## src/rtl/ring_dma_pkg.sv

```systemverilog
package ring_dma_pkg;
  localparam int DW         = 32;
  localparam int BE_W       = DW / 8;
  localparam int DESC_WORDS = 8;
  localparam int IDX_W      = $clog2(DESC_WORDS);
  localparam int ALIGN_B    = $clog2(DESC_WORDS * BE_W);

  // descriptor word order (decoded by the sequencer)
  localparam int W_CMD0 = 0;
  localparam int W_CMD1 = 1;
  localparam int W_SRC0 = 2;
  localparam int W_SRC1 = 3;
  localparam int W_DST0 = 4;
  localparam int W_DST1 = 5;
  localparam int W_STAT = 6;
  localparam int W_NEXT = 7;

  // command word fields
  localparam int B_VALID = 31;
  localparam int B_IE    = 30;
  localparam int B_WIDTH = 24;

  // register offsets
  localparam int OFF_CFG  = 'h00;
  localparam int OFF_PTR  = 'h04;
  localparam int OFF_SPTR = 'h08;
  localparam int OFF_DB   = 'h0C;
  localparam int OFF_IRQ  = 'h10;
  localparam int OFF_STAT = 'h14;
  localparam int OFF_CNT  = 'h18;

  typedef enum logic [1:0] {AM_INC = 2'd0, AM_STATIC = 2'd1, AM_BURST = 2'd2, AM_RSVD = 2'd3} addr_mode_e;

  typedef enum logic [2:0] {
    ST_IDLE, ST_FREQ, ST_FWAIT, ST_RREQ, ST_RWAIT, ST_WREQ, ST_WBS, ST_WBC
  } seq_state_e;
endpackage

```

## src/rtl/ring_dma_regs.sv

```systemverilog
module ring_dma_regs
  import ring_dma_pkg::*;
#(
  parameter int AW   = 32,
  parameter int RA_W = 5
) (
  input  logic            clk,
  input  logic            rst_n,
  input  logic            reg_wr,
  input  logic [RA_W-1:0] reg_addr,
  input  logic [DW-1:0]   reg_wdata,
  output logic [DW-1:0]   reg_rdata,
  input  logic            halted,
  input  logic [AW-1:0]   cur_ptr,
  input  logic [DW-1:0]   remain,
  input  logic            evt_valid,
  input  logic            evt_done,
  input  logic            evt_irq,
  input  logic            db_take,
  output logic            en,
  output logic            db_pending,
  output logic            ptr_wr,
  output logic [AW-1:0]   ptr_wdata,
  output logic            irq
);
  logic wr_cfg, wr_ptr, wr_db, wr_irq, wr_stat;
  logic en_q, en_n, db_q, db_n, cv_q, cv_n, irq_q, irq_n;
  logic en_ce, db_ce, cv_ce, irq_ce;

  assign wr_cfg  = reg_wr && (reg_addr == RA_W'(OFF_CFG));
  assign wr_ptr  = reg_wr && (reg_addr == RA_W'(OFF_PTR));
  assign wr_db   = reg_wr && (reg_addr == RA_W'(OFF_DB));
  assign wr_irq  = reg_wr && (reg_addr == RA_W'(OFF_IRQ));
  assign wr_stat = reg_wr && (reg_addr == RA_W'(OFF_STAT));

  always_comb begin
    en_n = reg_wdata[0];
    en_ce = wr_cfg;
    db_n = db_q;
    if (db_take) db_n = 1'b0;
    if (wr_stat && reg_wdata[1]) db_n = 1'b0;
    if (wr_db && en_q) db_n = 1'b1;
    db_ce = (db_n != db_q);
    cv_n = cv_q;
    if (evt_done) cv_n = 1'b0;
    if (wr_stat && reg_wdata[2]) cv_n = 1'b0;
    if (evt_valid) cv_n = 1'b1;
    cv_ce = (cv_n != cv_q);
    irq_n = irq_q;
    if (wr_irq) irq_n = 1'b0;
    if (evt_irq) irq_n = 1'b1;
    irq_ce = (irq_n != irq_q);
  end

  always_ff @(posedge clk or negedge rst_n) begin
    if (!rst_n) begin
      en_q  <= 1'b0;
      db_q  <= 1'b0;
      cv_q  <= 1'b0;
      irq_q <= 1'b0;
    end else begin
      if (en_ce)  en_q  <= en_n;
      if (db_ce)  db_q  <= db_n;
      if (cv_ce)  cv_q  <= cv_n;
      if (irq_ce) irq_q <= irq_n;
    end
  end

  assign en         = en_q;
  assign db_pending = db_q;
  assign irq        = irq_q;
  assign ptr_wr     = wr_ptr && halted;
  assign ptr_wdata  = reg_wdata[AW-1:0];

  always_comb begin
    reg_rdata = '0;
    case (reg_addr)
      RA_W'(OFF_CFG):  reg_rdata = {{(DW-1){1'b0}}, en_q};
      RA_W'(OFF_PTR):  reg_rdata = DW'(cur_ptr);
      RA_W'(OFF_SPTR): reg_rdata = DW'(cur_ptr + AW'(W_STAT * BE_W));
      RA_W'(OFF_IRQ):  reg_rdata = {{(DW-1){1'b0}}, irq_q};
      RA_W'(OFF_STAT): reg_rdata = {{(DW-3){1'b0}}, cv_q, db_q, halted};
      RA_W'(OFF_CNT):  reg_rdata = remain;
      default:         reg_rdata = '0;
    endcase
  end

  // a clear write with no completion in the same cycle leaves the flag low
  a_r8_irq_clear: assert property (@(posedge clk) disable iff (!rst_n)
    (wr_irq && !evt_irq) |=> !irq_q);
  // a doorbell while disabled never raises the pending bit
  a_r2_db_ignored: assert property (@(posedge clk) disable iff (!rst_n)
    (wr_db && !en_q && !db_q) |=> !db_q);
endmodule

```

## src/rtl/ring_dma_seq.sv

```systemverilog
module ring_dma_seq
  import ring_dma_pkg::*;
#(
  parameter int AW = 32
) (
  input  logic            clk,
  input  logic            rst_n,
  input  logic            en,
  input  logic            db_pending,
  input  logic            ptr_wr,
  input  logic [AW-1:0]   ptr_wdata,
  output logic            db_take,
  output logic            evt_valid,
  output logic            evt_done,
  output logic            evt_irq,
  output logic            halted,
  output logic [AW-1:0]   cur_ptr,
  output logic [DW-1:0]   remain,
  output logic            mem_req,
  output logic            mem_we,
  output logic [AW-1:0]   mem_addr,
  output logic [DW-1:0]   mem_wdata,
  output logic [BE_W-1:0] mem_be,
  input  logic [DW-1:0]   mem_rdata,
  input  logic            mem_rvalid
);
  seq_state_e state_q, state_n;
  logic [IDX_W-1:0] idx_q, idx_n;
  logic [AW-1:0]    ptr_q, ptr_n, src_q, src_n, dst_q, dst_n;
  logic [DW-1:0]    cnt_q, cnt_n, data_q, data_n;
  logic [DW-1:0]    desc_q [DESC_WORDS];
  logic [DW-1:0]    desc_n [DESC_WORDS];

  // element geometry
  logic [1:0]      width, slane, dlane;
  logic [3:0]      unit_b;
  logic [DW-1:0]   elem_mask, elem, cnt_left, moved;
  logic [BE_W-1:0] be_base;
  addr_mode_e      src_mode, dst_mode;
  logic [AW-1:0]   src_step, dst_step;

  assign width    = desc_q[W_CMD0][B_WIDTH +: 2];
  assign src_mode = addr_mode_e'(desc_q[W_SRC1][1:0]);
  assign dst_mode = addr_mode_e'(desc_q[W_DST1][1:0]);

  always_comb begin
    case (width)
      2'd0: begin unit_b = 4'd1; slane = src_q[1:0]; dlane = dst_q[1:0];
                  elem_mask = DW'(8'hFF); be_base = BE_W'(1); end
      2'd1: begin unit_b = 4'd2; slane = {src_q[1], 1'b0}; dlane = {dst_q[1], 1'b0};
                  elem_mask = DW'(16'hFFFF); be_base = BE_W'(3); end
      default: begin unit_b = 4'd4; slane = 2'd0; dlane = 2'd0;
                  elem_mask = '1; be_base = '1; end
    endcase
    elem     = (data_q >> {slane, 3'b000}) & elem_mask;
    cnt_left = (cnt_q <= DW'(unit_b)) ? '0 : cnt_q - DW'(unit_b);
    src_step = (src_mode == AM_STATIC) ? '0 : AW'(unit_b);
    dst_step = (dst_mode == AM_STATIC) ? '0 : AW'(unit_b);
    moved    = desc_q[W_CMD1] - cnt_q;
  end

  always_comb begin
    state_n = state_q; idx_n = idx_q; ptr_n = ptr_q; desc_n = desc_q;
    src_n = src_q; dst_n = dst_q; cnt_n = cnt_q; data_n = data_q;
    mem_req = 1'b0; mem_we = 1'b0; mem_addr = '0; mem_wdata = '0; mem_be = '0;
    db_take = 1'b0; evt_valid = 1'b0; evt_done = 1'b0; evt_irq = 1'b0;
    case (state_q)
      ST_IDLE: begin
        if (ptr_wr) ptr_n = {ptr_wdata[AW-1:ALIGN_B], {ALIGN_B{1'b0}}};
        if (en && db_pending) begin
          db_take = 1'b1; idx_n = '0; state_n = ST_FREQ;
        end
      end
      ST_FREQ: begin
        if (!en) state_n = ST_IDLE;
        else begin
          mem_req = 1'b1; mem_addr = ptr_q + AW'({idx_q, 2'b00}); state_n = ST_FWAIT;
        end
      end
      ST_FWAIT: if (mem_rvalid) begin
        desc_n[idx_q] = mem_rdata;
        if (idx_q == IDX_W'(W_CMD0) && !mem_rdata[B_VALID]) state_n = ST_IDLE;
        else if (idx_q == IDX_W'(DESC_WORDS - 1)) begin
          evt_valid = 1'b1;
          src_n = desc_q[W_SRC0][AW-1:0];
          dst_n = desc_q[W_DST0][AW-1:0];
          cnt_n = desc_q[W_CMD1];
          state_n = (desc_q[W_CMD1] == '0) ? ST_WBS : ST_RREQ;
        end else begin
          idx_n = idx_q + 1'b1; state_n = ST_FREQ;
        end
      end
      ST_RREQ: begin
        if (!en) state_n = ST_IDLE;
        else begin
          mem_req = 1'b1; mem_addr = {src_q[AW-1:2], 2'b00}; state_n = ST_RWAIT;
        end
      end
      ST_RWAIT: if (mem_rvalid) begin
        data_n = mem_rdata; state_n = ST_WREQ;
      end
      ST_WREQ: begin
        mem_req = 1'b1; mem_we = 1'b1; mem_addr = {dst_q[AW-1:2], 2'b00};
        mem_wdata = elem << {dlane, 3'b000}; mem_be = be_base << dlane;
        cnt_n = cnt_left; src_n = src_q + src_step; dst_n = dst_q + dst_step;
        if (cnt_left == '0) state_n = ST_WBS;
        else if (!en)       state_n = ST_IDLE;
        else                state_n = ST_RREQ;
      end
      ST_WBS: begin
        mem_req = 1'b1; mem_we = 1'b1; mem_be = '1;
        mem_addr = ptr_q + AW'(W_STAT * BE_W);
        mem_wdata = {1'b1, moved[DW-2:0]}; state_n = ST_WBC;
      end
      ST_WBC: begin
        mem_req = 1'b1; mem_we = 1'b1; mem_be = '1; mem_addr = ptr_q;
        mem_wdata = desc_q[W_CMD0] & ~(DW'(1) << B_VALID);
        evt_done = 1'b1; evt_irq = desc_q[W_CMD0][B_IE];
        ptr_n = {desc_q[W_NEXT][AW-1:ALIGN_B], {ALIGN_B{1'b0}}};
        idx_n = '0;
        state_n = en ? ST_FREQ : ST_IDLE;
      end
      default: state_n = ST_IDLE;
    endcase
  end

  always_ff @(posedge clk or negedge rst_n) begin
    if (!rst_n) begin
      state_q <= ST_IDLE; idx_q <= '0; ptr_q <= '0; src_q <= '0;
      dst_q <= '0; cnt_q <= '0; data_q <= '0;
      for (int i = 0; i < DESC_WORDS; i++) desc_q[i] <= '0;
    end else begin
      state_q <= state_n;
      idx_q   <= idx_n;
      if (ptr_n != ptr_q) ptr_q <= ptr_n;
      if (state_q == ST_FWAIT && mem_rvalid) desc_q <= desc_n;
      src_q <= src_n; dst_q <= dst_n; cnt_q <= cnt_n;
      if (state_q == ST_RWAIT && mem_rvalid) data_q <= data_n;
    end
  end

  assign halted  = (state_q == ST_IDLE);
  assign cur_ptr = ptr_q;
  assign remain  = cnt_q;

  // a halted channel keeps the memory port quiet
  a_r12_idle_quiet: assert property (@(posedge clk) disable iff (!rst_n)
    halted |-> !mem_req);
  // every write carries at least one byte enable
  a_r4_write_lanes: assert property (@(posedge clk) disable iff (!rst_n)
    (mem_req && mem_we) |-> (mem_be != '0));
  // a read is never followed by another request in the next cycle
  a_r4_one_outstanding: assert property (@(posedge clk) disable iff (!rst_n)
    (mem_req && !mem_we) |=> !mem_req);
  // without enable and a pending doorbell the channel stays halted
  a_r10_idle_holds: assert property (@(posedge clk) disable iff (!rst_n)
    (halted && !(en && db_pending)) |=> halted);
  // a static source address never moves across an element
  a_r5_static_src: assert property (@(posedge clk) disable iff (!rst_n)
    (state_q == ST_WREQ && src_mode == AM_STATIC) |=> (src_q == $past(src_q)));
endmodule

```

## src/rtl/ring_dma_chan.sv

```systemverilog
module ring_dma_chan
  import ring_dma_pkg::*;
#(
  parameter int AW   = 32,
  parameter int RA_W = 5
) (
  input  logic            clk,
  input  logic            rst_n,
  input  logic            reg_wr,
  input  logic [RA_W-1:0] reg_addr,
  input  logic [DW-1:0]   reg_wdata,
  output logic [DW-1:0]   reg_rdata,
  output logic            mem_req,
  output logic            mem_we,
  output logic [AW-1:0]   mem_addr,
  output logic [DW-1:0]   mem_wdata,
  output logic [BE_W-1:0] mem_be,
  input  logic [DW-1:0]   mem_rdata,
  input  logic            mem_rvalid,
  output logic            irq
);
  // reset asserts asynchronously, releases on a clock edge
  logic [1:0] rst_sync_q;
  logic       rst_n_i;
  always_ff @(posedge clk or negedge rst_n) begin
    if (!rst_n) rst_sync_q <= 2'b00;
    else        rst_sync_q <= {rst_sync_q[0], 1'b1};
  end
  assign rst_n_i = rst_sync_q[1];

  logic en, db_pending, ptr_wr, db_take, evt_valid, evt_done, evt_irq, halted;
  logic [AW-1:0] ptr_wdata, cur_ptr;
  logic [DW-1:0] remain;

  ring_dma_regs #(.AW(AW), .RA_W(RA_W)) u_regs (
    .clk(clk), .rst_n(rst_n_i), .reg_wr(reg_wr), .reg_addr(reg_addr),
    .reg_wdata(reg_wdata), .reg_rdata(reg_rdata), .halted(halted),
    .cur_ptr(cur_ptr), .remain(remain), .evt_valid(evt_valid),
    .evt_done(evt_done), .evt_irq(evt_irq), .db_take(db_take), .en(en),
    .db_pending(db_pending), .ptr_wr(ptr_wr), .ptr_wdata(ptr_wdata), .irq(irq)
  );

  ring_dma_seq #(.AW(AW)) u_seq (
    .clk(clk), .rst_n(rst_n_i), .en(en), .db_pending(db_pending),
    .ptr_wr(ptr_wr), .ptr_wdata(ptr_wdata), .db_take(db_take),
    .evt_valid(evt_valid), .evt_done(evt_done), .evt_irq(evt_irq),
    .halted(halted), .cur_ptr(cur_ptr), .remain(remain), .mem_req(mem_req),
    .mem_we(mem_we), .mem_addr(mem_addr), .mem_wdata(mem_wdata),
    .mem_be(mem_be), .mem_rdata(mem_rdata), .mem_rvalid(mem_rvalid)
  );
endmodule

```

## config.mk

```make
export PLATFORM = sky130hd
export DESIGN_NAME = ring_dma_chan
export DESIGN_NICKNAME = d
export VERILOG_FILES = /design/src/rtl/ring_dma_pkg.sv /design/src/rtl/ring_dma_regs.sv /design/src/rtl/ring_dma_seq.sv /design/src/rtl/ring_dma_chan.sv
export SDC_FILE = /design/constraint.sdc
export NUM_CORES = 1
export LEC_CHECK = 0
export CAP_MARGIN = 20
export CORE_ASPECT_RATIO = 2
export CORE_MARGIN = 1
export CORE_UTILIZATION = 43
export CTS_BUF_LIST = sky130_fd_sc_hd__clkbuf_2
export DETAILED_ROUTE_END_ITERATION = 6
export GPL_ROUTABILITY_DRIVEN = 0
export PLACE_DENSITY = 0.67
export SYNTH_ARGS = -nofsm -noshare
export SYNTH_HDL_FRONTEND = slang
export SYNTH_SLANG_ARGS = --single-unit
```

## constraint.sdc

```tcl
create_clock -name clk -period 19.9 [get_ports clk]
set_input_delay 1.99 -clock clk [delete_from_list [all_inputs] [get_ports clk]]
set_output_delay 1.99 -clock clk [all_outputs]
set_load 0.03 [all_outputs]
```

# Yosys cells after proc, flatten, opt, wreduce, memory -nomap -nowiden
# Index checks and enable logic that the tools add are counted.
# totals
word_cells,160
out_inout_bits,103
in_bits,73
register_bits,428
# op_classes
add_sub_neg,7
n_eq_ne,27
order_cmp,3
n_mux,67
n_bitwise,2
shift,3
n_reduce_logical,31
# op_table
op,n
$mux W32,14
$pmux W32 S2,5
$bwmux W256,1
$pmux W32 S6,1
$pmux W32 S5,1
$demux W32 S3,1
$pmux W32 S3,1
$add A32 B32 Y32,2
$logic_not A32 Y1,2
$mux W3,14
$add A32 B5 Y32,1
$add A32 B5 Y32 const B,1
$and A32 B32 Y32,1
$le A32 B3 Y1,1
$ne A32 B32 Y1,1
$shl A32 B5 Y32,1
$shr A32 B5 Y32,1
$sub A32 B3 Y32,1
$sub A31 B31 Y31,1
$pmux W3 S8,1
$mux W1,19
$pmux W4 S2,2
$eq A3 B3 Y1 const B,5
$eq A5 B5 Y1 const B,3
other kinds (30),59

# Longest topological paths before layout
# logic_depth
word_depth,7
mapped_depth,15
ltp_nobuf,14

# Modules after synthesis
# A second synthesis with hierarchy kept.
# unflattened
hier_cells,2390
hier_area_um2,21215.3
# by_module_without_submodules
module,area_per_inst_um2,cells_each,n_inst,seq_area_each_um2
ring_dma_seq,19326.0,2105,1,8107.8
ring_dma_regs,1835.5,282,1,100.1
ring_dma_chan,53.8,3,1,50.0

# Least setup slack after synthesis
# Ideal clock, no wire load.
# synth_timing
path_kind,input to output
start,input reg_addr[1]
end,output reg_rdata[28]
t_arrival_ns,3.644
n_path_buf,2
cell_stages,8
setup_slack_ns,14.266
required_time_ns,17.910
cell_sequence,nor2_1 nand2_1 or2_2 clkbuf_1 clkbuf_1 nor4_1 a21oi_1 o21ai_0
# synth_between
elab_chain_cells,2
elab_cells_between_ends,7
cone_classes,eq/ne (5); mux (1); reduce/logical (1)
# synth_lines
item,line,source
from (decl),ring_dma_chan.sv:10,"input logic [RA_W-1:0] reg_addr,"
"$eq A5 B5 Y1, or another cell as far along",ring_dma_regs.sv:77,case (reg_addr)
$pmux W32 S6 *,ring_dma_regs.sv:77,
to (decl),ring_dma_chan.sv:12,"output logic [DW-1:0] reg_rdata,"
# Mark *: on every way between the ends. The rest lies on a longest branch, timed or not.

# Worst setup path in the final report
# layout_timing
start,"register u_seq.cnt_q[4], in the netlist u_seq.remain[4]"
end,output mem_wdata[30]
# layout_between
elab_chain_cells,2
# layout_lines
item,line,source
from (decl),ring_dma_seq.sv:30,"logic [DW-1:0] cnt_q, cnt_n, data_q, data_n;"
from (signal assigned),ring_dma_seq.sv:137,src_q <= src_n; dst_q <= dst_n; cnt_q <= cnt_n;
$sub A31 B31 Y31,ring_dma_seq.sv:59,moved = desc_q[W_CMD1] - cnt_q;
$pmux W32 S3,ring_dma_seq.sv:67,case (state_q)
to (decl),ring_dma_chan.sv:16,"output logic [DW-1:0] mem_wdata,"
# No other way between the ends.

==> impl_metrics.env <==
export IMPL_fin_worst_skew_ps=83.5
export IMPL_synth_area_leader_cell="dfrtp_1"
export IMPL_crit_fanout=8
export IMPL_vdd_drop_max_mv=0.0311
export IMPL_totalWireLength_mm=87.7
export IMPL_hold_buffers=0
export IMPL_end_kind="output pin"
export IMPL_synthTopCellsByArea="dfrtp_1 (40%), mux2_2 (10%), a21oi_1 (5.6%)"
export IMPL_worst_path_buf_inv=2
export IMPL_clock_latency_ps=1100
export IMPL_route_vias_total=20800
export IMPL_power_density_nw_per_um2=59.6
export IMPL_period_share_pct=40.7
export IMPL_die_area_um2=49000
export IMPL_synth_cells=2358
export IMPL_cellLeakagePower_nw=10.2
export IMPL_final_area_um2=23500
export IMPL_status="finished with violations"
export IMPL_drcViolationCount=7
export IMPL_synth_cell_types=74
export IMPL_grt_ovfl_total=0
export IMPL_finalHoldViolCount=0
export IMPL_final_common_cell="dfrtp_1"
export IMPL_syn_area_per_cell_um2=8.77
export IMPL_place_area_um2=22800
export IMPL_finalSetupTns_ps=0
export IMPL_start_util_pct=43.5
export IMPL_synth_seq_cells=330
export IMPL_r2r_end="u_seq.state_q[1]"
export IMPL_r2r_start="u_seq.desc_q[249]"
export IMPL_max_slew_margin_rel_pct=23.3
export IMPL_ff2ff_setup_slack_ps=14690
export IMPL_die_w_um=157
export IMPL_fp_dieH_um=312
export IMPL_first_pass_iters=7
export IMPL_core_um2=47500
export IMPL_htreeDepth=3
export IMPL_drtIter0Drc=2160
export IMPL_cts_sinks=330
export IMPL_tightest_slew_ps=1150
export IMPL_path_clk_slew_ps=130
export IMPL_path_class="flip-flop to output pin"
export IMPL_antenna_left=0
export IMPL_area_growth_pct=13.7
export IMPL_max_stage_delay_ps=870
export IMPL_wl_per_cell_um=27.7
export IMPL_fmax_mhz=123
export IMPL_cts_tree="built"
export IMPL_fin_crit_ps=8100
export IMPL_grt_pass1_vias=20200
export IMPL_grt_usage_pct=36.2
export IMPL_grt_pass1_wl_mm=129
export IMPL_whs_ps=198
export IMPL_cp_common_cell="o221ai_1"
export IMPL_finalNetCount=2594
export IMPL_total_power_mw=1.40
export IMPL_crit_arrival_ps=6110
export IMPL_cts_made_buffers=77
export IMPL_vias_per_cell=6.56
export IMPL_finalSetupViolCount=0
export IMPL_rr_worst_depth=10
export IMPL_slowest_stage="xnor2_1"
export IMPL_rsz0062_at_grt="false"
export IMPL_synth_main_ff_cell="dfrtp_1"
export IMPL_synth_edf_count=0
export IMPL_final_cell_mix="dfrtp_1 (328), a21oi_1 (232), nand2_1 (227), nor2_1 (202), o21ai_0 (198)"
export IMPL_slew_viol_final=0
export IMPL_hold_class="flip-flop to async pin"
export IMPL_worstPathCellList="inv_1 -> ha_1 -> nand3_1 -> o211ai_1 -> a32oi_1 -> o31a_1 -> o21ai_0 -> o221ai_1 -> xnor2_1 -> o221ai_1 -> clkdlybuf4s50_1"
export IMPL_synth_async_sr_flop_share_pct=100
export IMPL_ios=176
export IMPL_setup_ws_ps=11800
export IMPL_worstPathRequired_ps=17910
export IMPL_num_fill_cells=4576
export IMPL_cts_path_max_buffers=3
export IMPL_failed_checks="design-rule violations"
export IMPL_synth_top_area_share_pct=39.9
export IMPL_syn_area_um2=20700
export IMPL_crit_family="compound AO/OA/AOI/OAI gates"
export IMPL_cap_violations=0
export IMPL_dp_hpwl_mm=61.8
export IMPL_root_buffer="clkbuf_2"
export IMPL_critPathLaunchType="flip-flop"
export IMPL_drive_above_1_share_pct=14.8
export IMPL_yosys_warnings=0
export IMPL_post_cts_resized=0
export IMPL_synth_fp_nets=2482
export IMPL_antenna_found_initial=16
export IMPL_num_rows=113
export IMPL_grt_max_degree=173
export IMPL_pre_cts_slack_ps=12820
export IMPL_io_buffers=173
export IMPL_cts_setup_buffers=0
export IMPL_synth_seq_area_share_pct=39.9
cells in the mapped netlist (all sizes together) (5+ instances only):
library cell,n
xnor2,36
or2,11
ha,46
and3,26
nor2,205
a22oi,38
nand3,84
xor2,17
a22o,9
dfrtp,330
nand2b,15
a222oi,14
o31ai,9
a21o,12
buf,35
nand2,229
a32oi,19
o21ai,199
and4,7
o311ai,5
or3,7
nor2b,12
a31oi,16
a221oi,8
inv,59
a21oi,232
mux2i,30
clkbuf,136
fa,5
nand4,40
a211oi,11
nor3b,5
o22ai,70
and2,12
nor3,63
o211ai,9
o221ai,9
mux2,189
o2111ai,5
nor4,25
a221o,10
a2bb2oi,9
power by group:
group / internal, mW / leakage, nW / switching, mW / total, mW
clock: 0.146 / 0.497 / 0.301 / 0.447
combinational: 0.0703 / 5.57 / 0.129 / 0.199
sequential: 0.695 / 4.17 / 0.0588 / 0.754
how the worst max path moves through the flow:
stage | slack [ps] | end | startpoint | depth (start not counted)
global placement | 12810 | reg_rdata[12] | reg_addr[0] | 7
CTS | 12120 | mem_wdata[30] | u_seq.remain[4] | 11
floorplan | 10020 | u_regs.cv_q | rst_sync_q[1] | 0
detailed placement | 12820 | reg_rdata[12] | reg_addr[0] | 7
global route | 11690 | mem_wdata[30] | u_seq.remain[4] | 11
finish | 11800 | mem_wdata[30] | u_seq.remain[4] | 11
sequential cells by signal (all words and copies together) (netlist names):
signal / cells
u_seq.cur_ptr: 32
u_seq.dst_q: 32
u_seq.src_q: 32
u_seq.data_q: 32
u_regs.en: 1
u_regs.irq: 1
u_seq.idx_q: 3
u_seq.state_q: 3
u_seq.desc_q: 158
u_regs.db_pending: 1
rst_sync_q: 2
u_regs.cv_q: 1
u_seq.remain: 32
metrics by stage:
step                      std cells  utilization, %
after floorplan                2358               -
after global placement         3021            48.0
after detailed placement       3021            48.0
after CTS                      3151            49.4
after global routing           3157            49.5
final                          3164            49.5
area by class of cell:
class	instances	area, µm²	area share (%)
well taps	632	791	3.36
repair buffers	204	2000	8.49
diodes	11	27.5	0.117
clock buffers	108	541	2.30
multi-input cells	1797	11600	49.2
inverters	60	225	0.958
clock inverters	22	106	0.452
flip-flops and latches	330	8260	35.1
per-layer routing:
layer  track usage (%)  vias up  routed length, µm
li1                  -     8931                  -
met1              36.8    10000              27900
met2              59.4     1340              42100
met3              10.1      450               7980
met4              33.6       10               9630
met5                 0        -                 73
cells by family after synthesis:
logic type / Yosys count / share of synthesized area (%)
AND/OR/NAND/NOR: 751 / 17.1
buffers and inverters: 231 / 4.38
flip-flops: 330 / 39.9
multiplexers: 219 / 11.7
adder cells (fa/ha/maj): 51 / 3.27
other: 1 / 0.0181
XOR/XNOR: 53 / 2.24
AO/OA/AOI/OAI: 722 / 21.4
worst register-to-register path, delay by kind of cell (launching register included):
family | cells | cell delay [ps]
AO/OA/AOI/OAI | 2 | 580
buffers and inverters | 1 | 610
XOR/XNOR | 1 | 290
flip-flops | 1 | 960
AND/OR/NAND/NOR | 5 | 2330
adder cells (fa/ha/maj) | 1 | 430
No activity file was read; power rests on OpenSTA's default activity.
